[src/rtl/pwm_pkg.sv]
// Package: shared widths, per-channel configuration type and decode helpers
// for the multi-channel PWM. Assumes the period word layout
// [15:0] period, [17:16] active level, [19:18] inactive level, [22:20] divider.
package pwm_pkg;

    localparam int CNT_W     = 16;
    localparam int DIV_W     = 3;
    localparam int LVL_W     = 2;
    localparam int PRE_W     = 10;            // log2 of the largest ratio
    localparam int RATIO_W   = PRE_W + 1;

    // Level codes: 3 high, 2 low, 0/1 released
    localparam logic [LVL_W-1:0] LVL_HIGH = 2'd3;

    typedef struct packed {
        logic [LVL_W-1:0] inact_lvl;
        logic [LVL_W-1:0] act_lvl;
        logic [DIV_W-1:0] div_sel;
        logic [CNT_W-1:0] period;
        logic [CNT_W-1:0] win_end;
        logic [CNT_W-1:0] win_start;
    } chan_cfg_t;

    // Divide ratio exponent for each divider select value
    function automatic logic [3:0] ratio_log2(input logic [DIV_W-1:0] sel);
        case (sel)
            3'd0: ratio_log2 = 4'd0;
            3'd1: ratio_log2 = 4'd1;
            3'd2: ratio_log2 = 4'd2;
            3'd3: ratio_log2 = 4'd3;
            3'd4: ratio_log2 = 4'd4;
            3'd5: ratio_log2 = 4'd6;
            3'd6: ratio_log2 = 4'd8;
            default: ratio_log2 = 4'd10;
        endcase
    endfunction

    // Build a configuration from a staged window word and a period word
    function automatic chan_cfg_t unpack_cfg(input logic [31:0] win_word,
                                             input logic [31:0] per_word);
        chan_cfg_t c;
        c.win_start = win_word[15:0];
        c.win_end   = win_word[31:16];
        c.period    = per_word[15:0];
        c.act_lvl   = per_word[17:16];
        c.inact_lvl = per_word[19:18];
        c.div_sel   = per_word[22:20];
        return c;
    endfunction

endpackage

[src/rtl/pwm_prescaler.sv]
// Prescaler: turns the clock into a count tick every 2^k cycles, k chosen by
// the divider select. Assumes div_sel only changes while the prescaler is at
// zero (at a period boundary or while disabled). Held at zero when disabled.
module pwm_prescaler
    import pwm_pkg::*;
(
    input  logic             clk,
    input  logic             rst_n,
    input  logic             run,
    input  logic [DIV_W-1:0] div_sel,
    output logic             tick
);

    logic [PRE_W-1:0]   pre_q;
    logic [RATIO_W-1:0] ratio;

    // Ratio from the select code
    always_comb begin
        ratio = RATIO_W'(1) << ratio_log2(div_sel);
        tick  = run && ({1'b0, pre_q} == (ratio - RATIO_W'(1)));
    end

    // Prescale counter: clears on tick or when stopped
    always_ff @(posedge clk) begin
        if (!rst_n)        pre_q <= '0;
        else if (!run)     pre_q <= '0;
        else if (tick)     pre_q <= '0;
        else               pre_q <= pre_q + PRE_W'(1);
    end

    // the prescale count stays below the selected ratio
    assert_pre_in_range_R7: assert property (@(posedge clk) disable iff (!rst_n)
        run |-> ({1'b0, pre_q} < ratio));

endmodule

[src/rtl/pwm_regif.sv]
// Register interface: decodes single-cycle writes into the channel enable
// register (direct, set and clear aliases) and per-channel window/period
// write strobes. Channel words sit on a 0x20-byte stride. Write-only.
module pwm_regif #(
    parameter int NCH    = 4,
    parameter int ADDR_W = 12
) (
    input  logic              clk,
    input  logic              rst_n,
    input  logic              wr_en,
    input  logic [ADDR_W-1:0] wr_addr,
    input  logic [31:0]       wr_data,
    output logic [NCH-1:0]    chan_en,
    output logic [NCH-1:0]    win_wr,
    output logic [NCH-1:0]    per_wr
);

    localparam logic [ADDR_W-1:0] A_CTRL = ADDR_W'(12'h000);
    localparam logic [ADDR_W-1:0] A_SET  = ADDR_W'(12'h004);
    localparam logic [ADDR_W-1:0] A_CLR  = ADDR_W'(12'h008);
    localparam logic [3:0]        CH_PAGE = 4'h1;   // addr[11:8] of channel words
    localparam int                IDX_LSB = 5;      // 0x20 stride
    localparam int                IDX_W   = 3;
    localparam logic [4:0]        OFF_WIN = 5'h00;
    localparam logic [4:0]        OFF_PER = 5'h10;

    logic [NCH-1:0] en_q;
    logic           ctrl_hit, set_hit, clr_hit, page_hit;
    logic [IDX_W-1:0] idx;
    logic [4:0]     off;

    // Address decode of the shared registers and the channel page
    always_comb begin
        ctrl_hit = wr_en && (wr_addr == A_CTRL);
        set_hit  = wr_en && (wr_addr == A_SET);
        clr_hit  = wr_en && (wr_addr == A_CLR);
        page_hit = wr_en && (wr_addr[11:8] == CH_PAGE);
        idx      = wr_addr[IDX_LSB +: IDX_W];
        off      = wr_addr[4:0];
    end

    // Per-channel write strobes
    generate
        for (genvar n = 0; n < NCH; n++) begin : g_strobe
            always_comb begin
                win_wr[n] = page_hit && (idx == IDX_W'(n)) && (off == OFF_WIN);
                per_wr[n] = page_hit && (idx == IDX_W'(n)) && (off == OFF_PER);
            end
        end
    endgenerate

    // Enable register: direct load, set alias, clear alias
    always_ff @(posedge clk) begin
        if (!rst_n)        en_q <= '0;
        else if (ctrl_hit) en_q <= wr_data[NCH-1:0];
        else if (set_hit)  en_q <= en_q | wr_data[NCH-1:0];
        else if (clr_hit)  en_q <= en_q & ~wr_data[NCH-1:0];
    end

    assign chan_en = en_q;

    // a set write never clears a bit
    assert_set_keeps_R3: assert property (@(posedge clk) disable iff (!rst_n)
        set_hit |=> ((chan_en & $past(chan_en)) == $past(chan_en)));
    // a clear write never sets a bit
    assert_clr_keeps_R3: assert property (@(posedge clk) disable iff (!rst_n)
        clr_hit |=> ((chan_en & ~$past(chan_en)) == '0));
    // at most one channel word is written per cycle
    assert_one_strobe_R2: assert property (@(posedge clk) disable iff (!rst_n)
        $onehot0({win_wr, per_wr}));

endmodule

[src/rtl/pwm_chan.sv]
// One PWM channel: stages the window word, commits it with the period word
// into a pending slot, and loads the live settings at a period boundary (or
// at once while disabled). Drives the active or inactive level from the
// period counter. Assumes the window word is written before the period word.
module pwm_chan
    import pwm_pkg::*;
(
    input  logic        clk,
    input  logic        rst_n,
    input  logic        en,
    input  logic        win_wr,
    input  logic        per_wr,
    input  logic [31:0] wr_data,
    output logic        pwm_out,
    output logic        pwm_oe
);

    logic [31:0]      win_stage_q;
    chan_cfg_t        pend_q, live_q;
    logic             pend_v_q;
    logic [CNT_W-1:0] cnt_q, last_cnt;
    logic             tick, boundary, apply, in_win;
    logic [LVL_W-1:0] lvl;

    pwm_prescaler u_pre (
        .clk     (clk),
        .rst_n   (rst_n),
        .run     (en),
        .div_sel (live_q.div_sel),
        .tick    (tick)
    );

    // Period end detection; a zero period acts as a one-count period
    always_comb begin
        last_cnt = (live_q.period == '0) ? '0 : live_q.period - CNT_W'(1);
        boundary = tick && (cnt_q >= last_cnt);
        apply    = pend_v_q && (!en || boundary);
    end

    // Staging of the window word
    always_ff @(posedge clk) begin
        if (!rst_n)      win_stage_q <= '0;
        else if (win_wr) win_stage_q <= wr_data;
    end

    // Pending slot: filled by a period write, drained into live settings
    always_ff @(posedge clk) begin
        if (!rst_n) begin
            pend_q   <= '0;
            pend_v_q <= 1'b0;
        end else if (per_wr) begin
            pend_q   <= unpack_cfg(win_stage_q, wr_data);
            pend_v_q <= 1'b1;
        end else if (apply) begin
            pend_v_q <= 1'b0;
        end
    end

    // Live settings: loaded only when the pending slot is applied
    always_ff @(posedge clk) begin
        if (!rst_n)     live_q <= '0;
        else if (apply) live_q <= pend_q;
    end

    // Period counter: held at zero while disabled, wraps at the boundary
    always_ff @(posedge clk) begin
        if (!rst_n)        cnt_q <= '0;
        else if (!en)      cnt_q <= '0;
        else if (boundary) cnt_q <= '0;
        else if (tick)     cnt_q <= cnt_q + CNT_W'(1);
    end

    // Output level selection from the active window
    always_comb begin
        in_win  = en && (cnt_q >= live_q.win_start) && (cnt_q < live_q.win_end);
        lvl     = in_win ? live_q.act_lvl : live_q.inact_lvl;
        pwm_oe  = lvl[1];
        pwm_out = (lvl == LVL_HIGH);
    end

    // the counter stays inside the live period
    assert_cnt_in_period_R4: assert property (@(posedge clk) disable iff (!rst_n)
        (live_q.period != '0) |-> (cnt_q < live_q.period));
    // a disabled channel holds its count at zero
    assert_idle_cnt_zero_R10: assert property (@(posedge clk) disable iff (!rst_n)
        !en |=> (cnt_q == '0));
    // live settings change only at a boundary while running
    assert_live_held_R9: assert property (@(posedge clk) disable iff (!rst_n)
        (en && !boundary) |=> $stable(live_q));
    // a window write leaves the pending slot untouched
    assert_win_no_commit_R8: assert property (@(posedge clk) disable iff (!rst_n)
        (win_wr && !pend_v_q) |=> !pend_v_q);

endmodule

[src/rtl/pwm_multi.sv]
// Top: multi-channel PWM with a shared write port and enable register and
// NCH independent channels, each with shadowed timing and its own prescaler.
// Assumes one register write per cycle and software ordering window, period.
module pwm_multi #(
    parameter int NCH    = 4,
    parameter int ADDR_W = 12
) (
    input  logic              clk,
    input  logic              rst_n,
    input  logic              wr_en,
    input  logic [ADDR_W-1:0] wr_addr,
    input  logic [31:0]       wr_data,
    output logic [NCH-1:0]    pwm_out,
    output logic [NCH-1:0]    pwm_oe
);

    logic [NCH-1:0] chan_en, win_wr, per_wr;

    pwm_regif #(.NCH(NCH), .ADDR_W(ADDR_W)) u_regif (
        .clk     (clk),
        .rst_n   (rst_n),
        .wr_en   (wr_en),
        .wr_addr (wr_addr),
        .wr_data (wr_data),
        .chan_en (chan_en),
        .win_wr  (win_wr),
        .per_wr  (per_wr)
    );

    // One channel per enable bit
    generate
        for (genvar n = 0; n < NCH; n++) begin : g_chan
            pwm_chan u_chan (
                .clk     (clk),
                .rst_n   (rst_n),
                .en      (chan_en[n]),
                .win_wr  (win_wr[n]),
                .per_wr  (per_wr[n]),
                .wr_data (wr_data),
                .pwm_out (pwm_out[n]),
                .pwm_oe  (pwm_oe[n])
            );
        end
    endgenerate

    // a high output is always driven
    assert_high_is_driven_R6: assert property (@(posedge clk) disable iff (!rst_n)
        ((pwm_out & ~pwm_oe) == '0));

endmodule

[config.mk]
export PLATFORM = sky130hd
export DESIGN_NAME = pwm_multi
export DESIGN_NICKNAME = d
export VERILOG_FILES = /design/src/rtl/pwm_pkg.sv /design/src/rtl/pwm_prescaler.sv /design/src/rtl/pwm_regif.sv /design/src/rtl/pwm_chan.sv /design/src/rtl/pwm_multi.sv
export SDC_FILE = /design/constraint.sdc
export NUM_CORES = 2
export LEC_CHECK = 0
export BUFFER_PORTS_ARGS = -buffer_cell sky130_fd_sc_hd__buf_2
export CORE_MARGIN = 4
export CORE_UTILIZATION = 42
export CTS_CLUSTER_DIAMETER = 80
export DETAILED_ROUTE_END_ITERATION = 7
export SYNTH_ARGS = -nofsm -noshare
export SYNTH_HDL_FRONTEND = slang
export SYNTH_SLANG_ARGS = --single-unit
[constraint.sdc]
create_clock -name clk -period 10 [get_ports clk]
set_clock_uncertainty 0.2 [all_clocks]
set_input_delay 1 -clock clk [delete_from_list [all_inputs] [get_ports clk]]
set_output_delay 1 -clock clk [all_outputs]
set_load 0.03 [all_outputs]
* After elaboration in Yosys (flattened, before gate mapping) *
Cells that the tools add are included.

operators by class
  shifts and indexed selects = 4
  bitwise gates (word level) = 8
  $lt $le $gt $ge = 12
  reduce and logical (&&, ||, !) cells = 68
  add/subtract/negate cells = 16
  eq/ne operators = 39
  mux-type cells = 23

operators by type and width
  operator                                            number
  >= comparator 16 bit                                8
  one-hot mux 4 bit (7 select lines)                  4
  adder 16 x 1 -> 16 bit, second input constant       4
  logical NOT 16 bit                                  4
  less-than comparator 16 bit                         4
  two-way mux 16 bit                                  4
  subtractor 16 x 1 -> 16 bit, second input constant  4
  == test 10 x 11 -> 1 bit                            4
  << shifter 1 x 4 -> 11 bit, first input constant    4
  subtractor 11 x 1 -> 11 bit, second input constant  4
  adder 10 x 1 -> 10 bit, second input constant       4
  == test 3 bit, second input constant                12
  logical AND 1 bit                                   36
  == test 3 x 2 -> 1 bit, second input constant       10
  OR reduction 3 bit                                  8
  == test 3 x 1 -> 1 bit, second input constant       5
  logical NOT 3 bit                                   5
  == test 12 x 3 -> 1 bit, second input constant      1
  == test 12 x 4 -> 1 bit, second input constant      1
  logical NOT 12 bit                                  1
  two-way mux 4 bit                                   3
  == test 2 bit, second input constant                4
  two-way mux 1 bit                                   8
  two-way mux 2 bit                                   4
  11 further kinds                                    24

storage, ports and cells
  flip-flop bits (word level) = 680

* Logic depth before layout (Yosys ltp) *
  depth after elaboration = 11
  mapped depth = 18

* Modules after synthesis *
A second synthesis with hierarchy kept.

second synthesis, totals
  cell total of the unflattened synthesis = 3635
  area, all modules = 34124.0 sq um

modules (own cells, without submodules)
  module                            area each (sq um)  seq. area each (sq um)  cells each  instances
  pwm_chan at g_chan[1].u_chan ...  7661.1             3183.1                  808         2
  pwm_chan at g_chan[2].u_chan      7757.4             3183.1                  809         1
  pwm_chan at g_chan[0].u_chan      7661.1             3183.1                  807         1
  pwm_prescaler                     763.2              200.2                   90          4
  pwm_regif                         330.3              80.1                    43          1

* Worst setup path before layout *
Ideal clock, no wire load.

  path type = reg2reg
  start point = reg g_chan[0].u_chan.live_q[35] (netlist bit)
  end point = reg g_chan[0].u_chan.live_q[21] (netlist bit)
  path slack = 5885 ps
  library setup time = 74 ps
  cell stages (with the launch flop) = 16
  required time = 9726 ps
  arrival time = 3841 ps
  cell sequence = dfxtp_1 > or4_1 > nor4_1 > nand2_1 > or2_2 > and2_1 > ha_1 > or3b_2 > o2111ai_1 > a31o_2 > a311o_1 > a221o_1 > buf_2 > buf_1 > nand3_1 > o21ai_0

between the ends
  cells in the longest elaborated chain, start to end = 6
  elaborated cells between the ends (all ways) = 7

RTL lines
  item                                                                      RTL line        text
  start, declared                                                           pwm_chan.sv:19  chan_cfg_t pend_q, live_q;
  start signal, assigned                                                    pwm_chan.sv:62  else if (apply) live_q <= pend_q;
  subtractor 16 x 1 -> 16 bit / logical NOT 16 bit (equally long branches)  pwm_chan.sv:35  last_cnt = (live_q.period == '0) ? '0 : live_q.period - CNT_W'(1);
  two-way mux 16 bit (*)                                                    pwm_chan.sv:35
  >= comparator 16 bit (*)                                                  pwm_chan.sv:36  boundary = tick && (cnt_q >= last_cnt);
  logical AND 1 bit (*)                                                     pwm_chan.sv:36
  logical OR 1 bit (*)                                                      pwm_chan.sv:37  apply = pend_v_q && (!en || boundary);
  logical AND 1 bit (*)                                                     pwm_chan.sv:37

Mark *: on every way between the ends. The rest lies on a longest branch, timed or not.
A chain may end at the register's enable or synchronous reset.

* Final worst setup path *
  start point = reg g_chan[3].u_chan.live_q[35] (netlist bit)
  end point = reg g_chan[3].u_chan.live_q[38] (netlist bit)

between the ends
  cells in the longest elaborated chain, start to end = 6
  elaborated cells between the ends (all ways) = 7

RTL lines
  item                                                                      RTL line
  start, declared                                                           pwm_chan.sv:19
  start signal, assigned                                                    pwm_chan.sv:62
  subtractor 16 x 1 -> 16 bit / logical NOT 16 bit (equally long branches)  pwm_chan.sv:35
  two-way mux 16 bit (*)                                                    pwm_chan.sv:35
  >= comparator 16 bit (*)                                                  pwm_chan.sv:36
  logical AND 1 bit (*)                                                     pwm_chan.sv:36
  logical OR 1 bit (*)                                                      pwm_chan.sv:37
  logical AND 1 bit (*)                                                     pwm_chan.sv:37

Marks and branches as above.

==> qor.yml <==
outcome: "completed"
pwr-share-clk: 0.505
yosysMostFrequentCell: "nand2_1"
clk_pin_slew_ns: 0.06
worstMarginPinSlew_ns: 1.07
fp.dieH_um: 289
maxCapViolCount: 0
cts_max_level: 3
dr_total_vias: 26200
rows: 102
utilization: 0.467
grt_start_max_net_pins: 200
hold_viol: 0
vdd_drop_max_mv: 0.115
area_growth_pct: 9.71
dp_hpwl_um: 51900
io_buffers: 54
clock.fmax_mhz: 190
crit_required_ns: 10.32
drive_above_1_share: 0.0589
antenna_found_initial: 2
synth_top_area_cell: "dfxtp_1"
netlist.area_leader.share: 0.411
synth_fp_nets: 4339
pin_count: 55
die_w_um: 289
place_area_sq_um: 33800
grt_setup_unrepaired: "no"
die-area_sq_um: 83500
wirelength_um: 83000
clk_path_buf_depth: 3
switching_share: 0.217
synth_edf_count: 0
antenna_left: 0
endpoint_kind: "register"
clkSinkCount: 680
gp_congestion: 0.822
crit_fanout: 66
crit_type: "reg2reg"
syn_inst: 4088
post_cts_buffers: 0
cts_root_buf: "clkbuf_16"
setup-tns-final_ns: 0
ys.flop_type: "dfxtp_1"
setup-violations-final: 0
drc: 0
ys_seq_area_frac: 0.411
ctsResizeCount: 0
first_pass_iters: 5
synth_area_leaders: "dfxtp_1, nand2_1, ha_1"
cp.arrival_ns: 5.58
fin_crit_ns: 5.26
holdBufCountCts: 0
powerDensity_nw_per_um2: 157
slew-limit-headroom: 0.284
dp_worst_setup_slack_ns: 4.73
fin_ws_ns: 4.74
cts_tree: "yes"
cp-start-kind: "register"
drt-met1-wl_um: 41300
overflow: 0
track_usage: 0.197
seqPwrFrac: 0.473
synth_area_sq_um: 33200
fin_crit_sh: 0.526
synth-async-reset-ratio: 0
core_sq_um: 77800
min_path_type: "reg2reg"
comb_power_share: 0.022
synthTopCellsByCount: "nand2_1, dfxtp_1, a21boi_0, ha_1, clkbuf_1"
internal_power_w: 0.00448
wire_per_inst_um: 16.4
fin_nets: 4229
drt_iter0_markers: 1790
fin_area_sq_um: 36400
switchingPower_w: 0.00125
slew_viol_final: 0
cts_buffers: 76
avgSynthCellArea_sq_um: 8.11
rrSetupSlack_ns: 4.74
via_per_inst: 5.17
synth_cell_types: 82
grt_pass1_vias: 24300
yosys_register_bits: 680
route.met3.wl_um: 4270
yosys_warnings: 0
p_leak_nw: 12.3
grt_first_pass_wirelength_um: 133000
start_util: 0.426
worstSkewPairLatency_ns: 0.61
topRoutingLayerUsed: "met5"
dr_wl_met2_um: 35300
[state kept, by name, indices dropped and copies added, names as in the netlist, named ones only]
signal,flops
g_chan.u_chan.pend_q,220
g_chan.u_chan.live_q,220
g_chan.u_chan.pend_v_q,4
g_chan.u_chan.u_pre.pre_q,40
g_chan.u_chan.cnt_q,64
g_chan.u_chan.win_stage_q,128
[final timing paths]
check,end,startpoint,cells after the start
setup reg to reg,g_chan[3].u_chan.live_q[38],g_chan[3].u_chan.live_q[35],13
setup / recovery,g_chan[3].u_chan.live_q[38],g_chan[3].u_chan.live_q[35],13
hold reg to reg,g_chan[1].u_chan.pend_q[29],g_chan[1].u_chan.win_stage_q[29],2
hold / removal,g_chan[1].u_chan.pend_q[29],g_chan[1].u_chan.win_stage_q[29],2
[per-layer routing]
metal	vias to the layer above	track usage
met5	-	0
met4	2	0.0596
met3	141	0.0338
met2	429	0.305
met1	12200	0.282
li1	13500	-
[per-stage QoR]
step,instances,hold slack [ns],total power (W)
floorplan,4088,0.231,0.00284
global placement,4940,0.238,0.00289
detailed placement,4940,0.244,0.00289
CTS,5078,0.251,0.00580
global route,5078,0.259,0.00592
finish,5079,0.248,0.00573
[worst max-delay path, cell delays in order, from the launching register on]
cell	delay (ns)
dfxtp_1	0.36
or4_1	0.61
nor4_1	0.65
nand3_1	0.50
nand2_1	0.20
ha_1	0.24
a2111oi_0	0.40
nor3_1	0.08
a211o_1	0.32
nand3_1	0.09
o32a_2	0.65
buf_4	0.60
nand3_1	0.14
o21ai_0	0.12
[power by group through the flow]
stage	Clock (W)	Combinational [W]	Sequential [W]
after floorplan	0	0.0000696	0.00277
after global placement	0	0.000126	0.00277
after detailed placement	0	0.000125	0.00277
after CTS	0.00297	0.000125	0.00271
after global routing	0.00308	0.000131	0.00271
final	0.00289	0.000125	0.00271
[cell type report]
class / count / area (sq um)
Antenna cell: 1 / 2.50
Tap cell: 1040 / 1300
Multi-Input combinational cell: 2980 / 17800
Sequential cell: 680 / 13600
Clock inverter: 24 / 259
Inverter: 160 / 601
Fill cell: 7776 / 41500
Clock buffer: 114 / 2340
Timing Repair Buffer: 80 / 500
[kinds of logic (layout without fill, tap and decap cells)]
family          Yosys count  count (layout)  share of synthesized area
other cells               0               1                          0
simple gates           1768            1768                      0.230
flops                   680             680                      0.411
fa+ha+maj               206             206                     0.0776
buf+inv                 428             378                     0.0557
xor+xnor                134             134                     0.0354
compound gates          746             746                      0.152
mux                     126             126                     0.0382
[placed cells by master (no fill, tap or decap), drive strengths merged, types with 27 or more instances in the layout]
cell,n
nand2,1158
xor2,56
or3,33
ha,204
a21boi,352
buf,80
inv,159
nor2,162
xnor2,78
nor4,27
nor3,57
o21ai,173
a21oi,81
clkbuf,114
nand3,169
mux2i,122
nand2b,30
dfxtp,680
a21o,36
nand4,40
Power figures use the tool's default switching activity.
